==> config.mk <==
export PLATFORM = sky130hd
export DESIGN_NAME = move_decoder
export DESIGN_NICKNAME = d
export VERILOG_FILES = /design/src/rtl/mvdec_pkg.sv /design/src/rtl/mvdec_classify.sv /design/src/rtl/mvdec_cond.sv /design/src/rtl/mvdec_src_mux.sv /design/src/rtl/mvdec_pc.sv /design/src/rtl/move_decoder.sv
export SDC_FILE = /design/constraint.sdc
export NUM_CORES = 1
export LEC_CHECK = 0
export ABC_AREA = 0
export BUFFER_PORTS_ARGS = -buffer_cell sky130_fd_sc_hd__buf_2
export CORE_MARGIN = 2
export CORE_UTILIZATION = 46
export DETAILED_ROUTE_END_ITERATION = 16
export PLACE_DENSITY = 0.82
export SKIP_LAST_GASP = 1
export SYNTH_ARGS = -nofsm -noshare
export SYNTH_HDL_FRONTEND = slang
export SYNTH_HIERARCHICAL = 1
export SYNTH_SLANG_ARGS = --single-unit
export TNS_END_PERCENT = 20
==> constraint.sdc <==
create_clock -name clk -period 3.2 [get_ports clk]
set_input_delay 0.64 -clock clk [delete_from_list [all_inputs] [get_ports clk]]
set_output_delay 0.64 -clock clk [all_outputs]
set_load 0.02 [all_outputs]
==> src/rtl/mvdec_pkg.sv <==
// Package mvdec_pkg
// Shared widths, reserved unit addresses and the word layout for the
// move-only decoder. Assumes a 32-bit instruction word whose field widths
// add up to WORD_W.
package mvdec_pkg;
    localparam int WORD_W = 32;
    localparam int UNIT_W = 8;
    localparam int SUB_W  = 4;
    localparam int FLAG_W = 4;

    localparam logic [UNIT_W-1:0] UNIT_CONST = 8'h00;
    localparam logic [UNIT_W-1:0] UNIT_PC    = 8'h01;
    localparam logic [SUB_W-1:0]  SUB_ZERO   = '0;
    localparam logic [WORD_W-1:0] LONG_PREFIX = 32'h0000_0F01;

    typedef enum logic [1:0] {
        WK_MOVE   = 2'd0,
        WK_SHORT  = 2'd1,
        WK_PREFIX = 2'd2
    } word_kind_e;

    typedef enum logic {
        SEQ_FETCH = 1'b0,
        SEQ_LONG  = 1'b1
    } seq_state_e;

    // Field order follows the word from bit 31 down to bit 0.
    typedef struct packed {
        logic [FLAG_W-1:0] mask;
        logic [FLAG_W-1:0] match;
        logic [SUB_W-1:0]  src_sub;
        logic [UNIT_W-1:0] src_unit;
        logic [SUB_W-1:0]  dst_sub;
        logic [UNIT_W-1:0] dst_unit;
    } move_fields_t;
endpackage

==> src/rtl/mvdec_classify.sv <==
// Module mvdec_classify
// Sorts a fetched word into move, short constant or long prefix. It also
// splits the move fields and forms the sign-extended short value.
// Assumes the word is the one at the current program counter.
module mvdec_classify
    import mvdec_pkg::*;
(
    input  logic [WORD_W-1:0] word,
    output word_kind_e        kind,
    output move_fields_t      fields,
    output logic [WORD_W-1:0] short_value
);
    localparam int TAG_BIT = WORD_W - 1;

    // Field split is a plain reinterpretation of the word.
    assign fields = move_fields_t'(word);

    // Short constant: drop the tag bit, sign-extend from the bit below it.
    assign short_value = {word[TAG_BIT-1], word[TAG_BIT-1:0]};

    // Kind selection: the tag bit wins, then the exact prefix pattern.
    always_comb begin
        if (word[TAG_BIT]) begin
            kind = WK_SHORT;
        end else if (word == LONG_PREFIX) begin
            kind = WK_PREFIX;
        end else begin
            kind = WK_MOVE;
        end
    end
endmodule

==> src/rtl/mvdec_cond.sv <==
// Module mvdec_cond
// Evaluates a move's condition: every flag bit selected by the mask must
// equal the matching bit of the match nibble. Purely combinational.
module mvdec_cond
    import mvdec_pkg::*;
(
    input  logic [FLAG_W-1:0] flags,
    input  logic [FLAG_W-1:0] mask,
    input  logic [FLAG_W-1:0] match,
    output logic              pass
);
    logic [FLAG_W-1:0] bit_ok;

    // One comparator per flag bit, skipped when its mask bit is clear.
    for (genvar i = 0; i < FLAG_W; i++) begin : g_flag
        assign bit_ok[i] = ~mask[i] | (flags[i] == match[i]);
    end

    assign pass = &bit_ok;
endmodule

==> src/rtl/mvdec_src_mux.sv <==
// Module mvdec_src_mux
// Picks the value an ordinary move carries: the subunit nibble for the
// constant unit, the counter for the program-counter unit, and otherwise
// the external source-read bus.
module mvdec_src_mux
    import mvdec_pkg::*;
(
    input  logic [UNIT_W-1:0] src_unit,
    input  logic [SUB_W-1:0]  src_sub,
    input  logic [WORD_W-1:0] pc,
    input  logic [WORD_W-1:0] src_rdata,
    output logic [WORD_W-1:0] data
);
    localparam int PAD_W = WORD_W - SUB_W;

    // Source selection by unit address.
    always_comb begin
        unique case (src_unit)
            UNIT_CONST: data = {{PAD_W{1'b0}}, src_sub};
            UNIT_PC:    data = pc;
            default:    data = src_rdata;
        endcase
    end
endmodule

==> src/rtl/mvdec_pc.sv <==
// Module mvdec_pc
// Program-counter register. It loads a new value when a jump is signalled
// and otherwise advances by one each cycle. Synchronous active-low reset
// to zero.
module mvdec_pc
    import mvdec_pkg::*;
(
    input  logic              clk,
    input  logic              rst_n,
    input  logic              load,
    input  logic [WORD_W-1:0] load_value,
    output logic [WORD_W-1:0] pc
);
    localparam logic [WORD_W-1:0] STEP = WORD_W'(1);

    // Counter update: jump target or sequential step.
    always_ff @(posedge clk) begin
        if (!rst_n) begin
            pc <= '0;
        end else if (load) begin
            pc <= load_value;
        end else begin
            pc <= pc + STEP;
        end
    end
endmodule

==> src/rtl/move_decoder.sv <==
// Module move_decoder
// Fetch and decode sequencer for a move-only processor. It runs one word
// per cycle. A long-constant prefix costs one extra fetch, during which no
// transfer is issued. Assumes instruction memory is read combinationally at
// imem_addr, and that src_rdata answers src_unit/src_sub in the same cycle.
module move_decoder
    import mvdec_pkg::*;
(
    input  logic              clk,
    input  logic              rst_n,
    output logic [WORD_W-1:0] imem_addr,
    input  logic [WORD_W-1:0] imem_rdata,
    input  logic [FLAG_W-1:0] flags,
    output logic [UNIT_W-1:0] src_unit,
    output logic [SUB_W-1:0]  src_sub,
    input  logic [WORD_W-1:0] src_rdata,
    output logic [UNIT_W-1:0] dst_unit,
    output logic [SUB_W-1:0]  dst_sub,
    output logic [WORD_W-1:0] move_data,
    output logic              move_en
);
    seq_state_e        state_q;
    seq_state_e        state_d;
    word_kind_e        kind;
    move_fields_t      fields;
    logic [WORD_W-1:0] short_value;
    logic [WORD_W-1:0] mux_data;
    logic              cond_pass;
    logic              issue;
    logic              pc_load;
    logic              in_long;

    mvdec_classify u_classify (
        .word        (imem_rdata),
        .kind        (kind),
        .fields      (fields),
        .short_value (short_value)
    );

    mvdec_cond u_cond (
        .flags (flags),
        .mask  (fields.mask),
        .match (fields.match),
        .pass  (cond_pass)
    );

    mvdec_src_mux u_src_mux (
        .src_unit  (fields.src_unit),
        .src_sub   (fields.src_sub),
        .pc        (imem_addr),
        .src_rdata (src_rdata),
        .data      (mux_data)
    );

    assign in_long = (state_q == SEQ_LONG);

    // Transfer selection per sequencer state and word kind.
    always_comb begin
        state_d   = SEQ_FETCH;
        src_unit  = fields.src_unit;
        src_sub   = fields.src_sub;
        dst_unit  = fields.dst_unit;
        dst_sub   = fields.dst_sub;
        move_data = mux_data;
        issue     = 1'b0;
        if (in_long) begin
            src_unit  = UNIT_CONST;
            src_sub   = SUB_ZERO;
            dst_unit  = UNIT_PC;
            dst_sub   = SUB_ZERO;
            move_data = imem_rdata;
            issue     = 1'b1;
        end else begin
            unique case (kind)
                WK_SHORT: begin
                    src_unit  = UNIT_CONST;
                    src_sub   = SUB_ZERO;
                    dst_unit  = UNIT_PC;
                    dst_sub   = SUB_ZERO;
                    move_data = short_value;
                    issue     = 1'b1;
                end
                WK_PREFIX: begin
                    state_d = SEQ_LONG;
                end
                default: begin
                    issue = cond_pass;
                end
            endcase
        end
    end

    assign move_en = issue & rst_n;
    assign pc_load = move_en && (dst_unit == UNIT_PC);

    mvdec_pc u_pc (
        .clk        (clk),
        .rst_n      (rst_n),
        .load       (pc_load),
        .load_value (move_data),
        .pc         (imem_addr)
    );

    // Sequencer state register.
    always_ff @(posedge clk) begin
        if (!rst_n) begin
            state_q <= SEQ_FETCH;
        end else begin
            state_q <= state_d;
        end
    end
endmodule

==> results of run 1 <==
==> worst max-delay path, stage by stage <==
cell and delay (ns):
buf_2 0.12, nor4_2 0.32, nand4_1 0.21, nor3_2 0.25
buf_4 0.14, ha_1 0.21, mux2_2 0.27, o21a_1 0.18
buf_4 0.14, buf_6 0.12
==> power by group through the flow <==
stage	clock network (mW)	logic [mW]	registers (mW)
after global placement	0	0.535	0.497
after global routing	0.437	0.610	0.496
after CTS	0.420	0.552	0.489
after detailed placement	0	0.545	0.499
after floorplan	0	0.323	0.518
final	0.416	0.573	0.492
==> metal layers <==
metal / up-vias / share of wire
met5: - / 0
met4: 0 / 0.027
met3: 43 / 0.092
met2: 282 / 0.47
met1: 2142 / 0.41
li1: 2186 / -
==> stage by stage <==
stage	setup slack (ns)	hold WS, ns
6_report	-0.0464	0.550
5_1_grt	-0.0823	0.585
4_1_cts	-0.0593	0.549
3_5_place_dp	-0.177	0.533
3_3_place_gp	-0.186	0.525
2_1_floorplan	0.0463	0.587
==> cells in the final DEF, fill, tap and decap left out, types with 4 or more instances in the layout <==
master	instances
buf_2	150
nand2_1	81
buf_4	69
mux2i_1	65
o21ai_0	37
inv_1	33
dfxtp_1	32
and2_1	24
o21ai_1	20
a31oi_1	13
nand3_1	13
a21oi_1	13
nand4_1	11
or4_1	9
xor2_1	8
nor3_1	8
xnor2_1	8
and4_1	7
nor4_1	6
nor2_1	6
clkbuf_8	6
o31ai_1	6
or3_1	5
and3_1	5
nor4b_1	4
buf_12	4
o211a_1	4
==> Yosys cell counts, types with 2 or more instances <==
library cell | count | area (µm²)
mux2i_1 | 65 | 651
nand2_1 | 81 | 304
nand3_1 | 13 | 65.1
o211a_1 | 4 | 40.0
buf_1 | 2 | 7.51
nand4_1 | 11 | 68.8
o21ai_0 | 59 | 295
nand2b_1 | 3 | 18.8
nor3_1 | 8 | 40.0
dfxtp_1 | 33 | 661
and3_1 | 5 | 31.3
buf_6 | 9 | 101
clkbuf_1 | 17 | 63.8
o21a_1 | 2 | 15.0
and2_1 | 24 | 150
buf_4 | 65 | 488
buf_2 | 6 | 30.0
inv_1 | 33 | 124
xnor2_1 | 8 | 70.1
nor4_2 | 4 | 50.1
a31oi_1 | 13 | 81.3
o31ai_1 | 6 | 45.0
clkbuf_2 | 2 | 10.0
or4_1 | 9 | 67.6
or3_1 | 5 | 31.3
nor4_1 | 6 | 37.5
nor3_2 | 2 | 20.0
ha_1 | 3 | 37.5
xor2_1 | 8 | 70.1
nor4b_1 | 5 | 43.8
nor2_1 | 6 | 22.5
and4_1 | 7 | 61.3
a21oi_1 | 13 | 65.1
a211oi_1 | 2 | 15.0
==> state kept, by name (all words and copies together) (netlist names) <==
name / count
in_long: 1
u_pc/pc: 32
==> kinds of logic (layout without fill, tap and decap cells) <==
group | after synthesis | in the layout | share of synthesized area
simple gates | 200 | 200 | 0.277
buf+inv | 134 | 267 | 0.200
compound gates | 110 | 110 | 0.160
mux | 66 | 66 | 0.160
flops | 33 | 33 | 0.160
xor+xnor | 16 | 16 | 0.0339
fa+ha+maj | 3 | 3 | 0.00909
==> layout make-up <==
cell class                 count  area [µm²]  share of cell area
inverter                      33         124              0.0242
clock inverter                 1        30.0             0.00587
tap                          108         135              0.0264
clock buffer                   7        86.3              0.0169
timing repair buffer         226        1380               0.270
sequential                    33         662               0.129
multi-input combinational    395        2690               0.527
==> final timing paths <==
| kind | to | slack, ns |
|---|---|---|
| worst min register to register | u_pc/pc[30] | 0.55 |
| worst max-delay path | move_en | -0.05 |
| worst max register to register | u_pc/pc[24] | 0.92 |
| worst min-delay path | u_pc/pc[30] | 0.55 |
==> what timing repair did <==
action,CTS,global route
resized for setup,12,28
hold endpoints to repair,0,0
setup buffers,1,3
setup endpoints to repair,46,58
pin swaps,2,7
==> results.md, run 1 <==
- Setup_tns: -0.0741 ns
- Hold Path Origin: u_pc/pc[30]
- PortBufs: 158
- Die span in y: 98.7 µm
- Clk root buf: clkbuf_8
- Post-Syn Instances: 562
- Final core occ: 0.586
- Endpoint class of the critical path: output pin
- Antenna diodes: 0
- Unrepaired setup endpoints after global routing: true
- Flop pwr share: 0.332
- Worst r2r src: u_pc/pc[0]
- M1 GR Usage: 0.354
- Largest net degree at the start of global routing: 38
- Req. time, crit path: 2.56 ns
- Crit share post-route: 1.01
- Cell Rows: 34
- Vias in the first global route: 4300
- Status: finished, violations left
- Average footprint of a synthesized cell: 7.35 µm²
- Crit-path max FO: 2
- WP data arrival: 2.61 ns
- Syn-to-layout area delta: 23.8%
- Clk pin slew, worst setup/hold paths: 0.07 ns
- CTS buffer count: 5
- Final WS setup: -0.0464 ns
- Hold/Removal Path Class: reg2reg
- Drt pass-1 iters: 5
- Overall Power: 1.48 mW
- Via count: 4653
- Max-cap violations: 0
- Clock Power Share: 0.281
- Post-synthesis net count: 635
- Cell area after layout: 5110 µm²
- Post-synthesis sequential area ratio: 0.160
- Routed vias/inst: 5.79
- Power Dens Cells: 290 nW/µm²
- Nets: 767
- I/O pin cnt: 159
- Crit path kind: in2out
- H-tree lvl count: 2
- WL/cell: 17.7 µm
- Met2 usage: 0.455
- Antenna-violating nets left: 0
- Final wirelength: 14200 µm
- Top FF cell, synth: dfxtp_1
- RePlAce Congestion: 0.961
- Cells after DPL: 791
- Worst Max-Slew Pin Slew: 0.926 ns
- Hold-fix buffers, CTS: 0
- CTS tree: yes
- Startpoint Class: primary input
- First-pass GRT wire length: 21600 µm
- Clk sinks: 33
- Final Non-Filler Cells: 803
- Die ar.: 9750 µm²
- Internal: 0.939 mW
- Global route total overflow: 0
- Hold path depth: 2
- Crit path from: imem_rdata[18]
- Netlist Area Pre-Place: 4130 µm²
- Yosys reg bits: 33
- GRT busiest layer: met2
- Placement Cell Area: 4890 µm²
- Final Setup Violations: 3
- Max IR drop VDD: 0.000257 V
- Slew HR: 0.377
- Switch share: 0.366
- Number of synthesized flops with an enable pin: 0
- Fraction of layout cells with a size suffix above 1: 0.367
- Cell depth of the worst flop-to-flop path: 5
- LEAKAGE: 2.57 nW
- DP HPWL: 10800 µm
- Clock buffer depth: 2
- Final Max Tran Viols: 0
- DRC: 0
- Min Tclk post-route: 3.25 ns
- DRT iter0 DRCs: 464
- Starting Density: 0.473
- Post-synth ARST share: 0
- Die width: 98.7 µm
- Worst-Skew Late Latency: 0.29 ns
- Gr usage total: 0.274
- Layout Skew: 0.00794 ns
- Distinct cells, synth: 57
- Filler Cell Count: 765
- Sw power: 0.541 mW
- Core area: 8720 µm²
- Comb power frac: 0.387
- F_max: 308 MHz
- Failing checks: negative setup slack
- Final Hold Fails: 0
- Initial antenna violation count: 0
- Ys Warns: 6
- GR Layer Usage met3: 0.0546
No activity file was read; power rests on OpenSTA's default activity.
==> run 2, diff against run 1 <==
- CELL_PAD_IN_SITES_DETAIL_PLACEMENT: not set -> 1
- CELL_PAD_IN_SITES_GLOBAL_PLACEMENT: not set -> 1
- CORE_UTILIZATION: 46 -> 32
==> run 2 against run 1 <==
  * The flow still finishes with violations (negative setup slack)
  * Combinational power grew 8.6%
  * Critical endpoint is now move_data[26]
  * Wire length grew 24%
  * First-iteration DRC count shrank 46%
  * Worst setup slack lost 0.022 ns
  * Non-clock buffer count grew 7
  * Power grew 8.3%
==> results.md, run 2 (synthesis gave the netlist of run 1 again) <==
- Commonest non-fill, non-tap cell in the layout: buf_2
- Min Tclk post-route: 3.27 ns (+0.0223 ns)
- Die width: 118 µm (+19%)
- Antenna-violating nets left: 0 (unchanged)
- Fraction of layout cells with a size suffix above 1: 0.384 (+0.0168)
- Power Dens Cells: 297 nW/µm² (+2.6%)
- Vias in the first global route: 4997 (+16%)
- Most frequent cells in the layout: buf_2, nand2_1, buf_4
- Startpoint Class: primary input
- LEAKAGE: 2.66 nW (+3.4%)
- RePlAce Congestion: 0.839 (-13%)
- Setup_tns: -0.521 ns (-0.447 ns)
- Final Max Tran Viols: 0 (unchanged)
- Syn-to-layout area delta: 30.7%
- Req. time, crit path: 2.56 ns (about the same)
- Clk root buf: clkbuf_16
- Max-cap violations: 0 (unchanged)
- Unrepaired setup endpoints after global routing: true
- WL/cell: 20.2 µm (+14%)
- Hold Slack: 0.549 ns (-0.000682 ns)
- Gr usage total: 0.235 (-0.0384)
- WP data arrival: 2.63 ns (+0.02 ns)
- Cell depth of the worst flop-to-flop path: 5 (unchanged)
- Final wirelength: 17700 µm (+24%)
- Nets: 774 (+0.91%)
- Layout Skew: 0.00726 ns (-0.000679 ns)
- Hold path depth: 2 (unchanged)
- Status: finished, violations left
- Overall Power: 1.60 mW (+8.3%)
- Final Setup Violations: 33 (+30)
- Critical Path Max Stage Delay: 0.28 ns (-0.04 ns)
- I/O pin cnt: 159 (unchanged)
- Clk pin slew, worst setup/hold paths: 0.06 ns (about the same)
- CP cell instances: buf_2 > nor4_4 > nand4_1 > nor3_2 > inv_1 > ha_4 > buf_12 > mux2i_1 > o21ai_0 > buf_2
- Final Non-Filler Cells: 873 (+8.7%)
- Hold-fix buffers, CTS: 0 (unchanged)
- Die span in y: 118 µm (+19%)
- Hold Path Origin: u_pc/pc[30]
- Worst R2R End: u_pc/pc[24]
- PortBufs: 158 (unchanged)
- Max IR drop VDD: 0.000201 V (-22%)
- Antenna diodes: 0 (unchanged)
- Worst r2r src: u_pc/pc[0]
- Global route total overflow: 0 (unchanged)
- DRC: 0 (unchanged)
- Worst-Skew Late Latency: 0.28 ns (about the same)
- Largest net degree at the start of global routing: 45 (+18%)
- DRT iter0 DRCs: 252 (-46%)
- CP most frequent cell: buf_2
- Worst Max-Slew Pin Slew: 1.01 ns (+0.0884 ns)
- Via count: 4776 (+2.6%)
- H-tree lvl count: 2 (unchanged)
- Crit share post-route: 1.02 (+0.00696)
- Slew HR: 0.317 (-0.0595)
- Most flops, register: u_pc/pc
- DP HPWL: 13400 µm (+24%)
- Hold/Removal Path Class: reg2reg
- Final core occ: 0.428 (-0.159)
- Endpoint class of the critical path: output pin
- F_max: 306 MHz (-0.68%)
- Slowest CP cell: nor4_4
- Clock buffer depth: 2 (unchanged)
- Initial antenna violation count: 0 (unchanged)
- CTS buffer count: 5 (unchanged)
- Die ar.: 13800 µm² (+42%)
- First-pass GRT wire length: 26400 µm (+22%)
- Flop-to-flop setup slack: 0.74 ns (-0.18 ns)
- Final Hold Fails: 0 (unchanged)
- Crit-path max FO: 11 (+9)
- Failing checks: negative setup slack
- Drt pass-1 iters: 5 (unchanged)
- Crit path kind: in2out
- Cell Rows: 41 (+21%)
- Worst hold path endpoint: u_pc/pc[30]
- Final WS setup: -0.0687 ns (-0.0223 ns)
- Core area: 12600 µm² (+45%)
- CTS tree: yes
- Cells after DPL: 860 (+8.7%)
- Routed vias/inst: 5.47 (-5.6%)
- Clk sinks: 33 (unchanged)
- Starting Density: 0.327 (-0.146)
- Number of flip-flops under the largest register name: 32 (unchanged)
-- run 2: changes by cell type in the layout (fill, tap and decap cells not counted), moves of 2 or more --
cell / delta
nor4_2: -2
clkbuf_16: +7
buf_4: +12
buf_6: +2
nor4_4: +2
clkbuf_8: -5
o21ai_2: +7
o21ai_1: +2
buf_2: -10
o21ai_0: -9
-- run 2: cell type report --
cell class              count  area (µm²)
clock buffers               7         143
multi-input cells         395        2740
flip-flops and latches     33         662
inverters                  33         124
repair buffers            233        1510
fillers                  1631        7220
well taps                 172         215
-- run 2: per-layer routing --
metal  wire length [µm]  global-route usage  vias to the layer above
li1                   -                   -                     2206
met1               7430               0.289                     2316
met2               8710               0.413                      209
met3               1030              0.0334                       45
met4                503              0.0941                        0
met5                  0                   0                        -
-- run 2: metrics by stage --
| step | setup WS (ns) | area [µm²] |
|---|---|---|
| 5_1_grt | -0.157 | 5400 |
| 3_5_place_dp | -0.378 | 5010 |
| 3_3_place_gp | -0.279 | 5010 |
| 6_report | -0.0687 | 5400 |
| 4_1_cts | -0.0436 | 5200 |
| 2_1_floorplan | 0.0463 | 4130 |
-- run 2: worst max path at each step --
stage,startpoint,end,slack (ns),cells after the start
floorplan,imem_rdata[26],u_pc/pc[17],0.05,13
global placement,imem_rdata[18],move_data[1],-0.28,10
detailed placement,imem_rdata[18],move_data[1],-0.38,10
CTS,imem_rdata[18],move_data[6],-0.04,10
global route,imem_rdata[23],move_data[26],-0.16,10
finish,imem_rdata[19],move_data[26],-0.07,10
-- run 2: worst max-delay path: cells and delay by family --
family	cells	cell delay, ns
mux	1	0.12
compound gates	1	0.25
simple gates	3	0.73
buf+inv	4	0.65
fa+ha+maj	1	0.22
-- run 2: report_power, final --
group,switching (mW),total (mW),internal (mW)
logic,0.350,0.622,0.271
registers,0.0605,0.500,0.439
clock network,0.177,0.482,0.306
total,0.588,1.60,1.02
-- run 2: what timing repair did --
item	in CTS	in global routing
endpoints found under the setup margin	57	77
buffers inserted	1	4
pin swaps	3	7
gates cloned	0	2
gates resized for setup	17	56
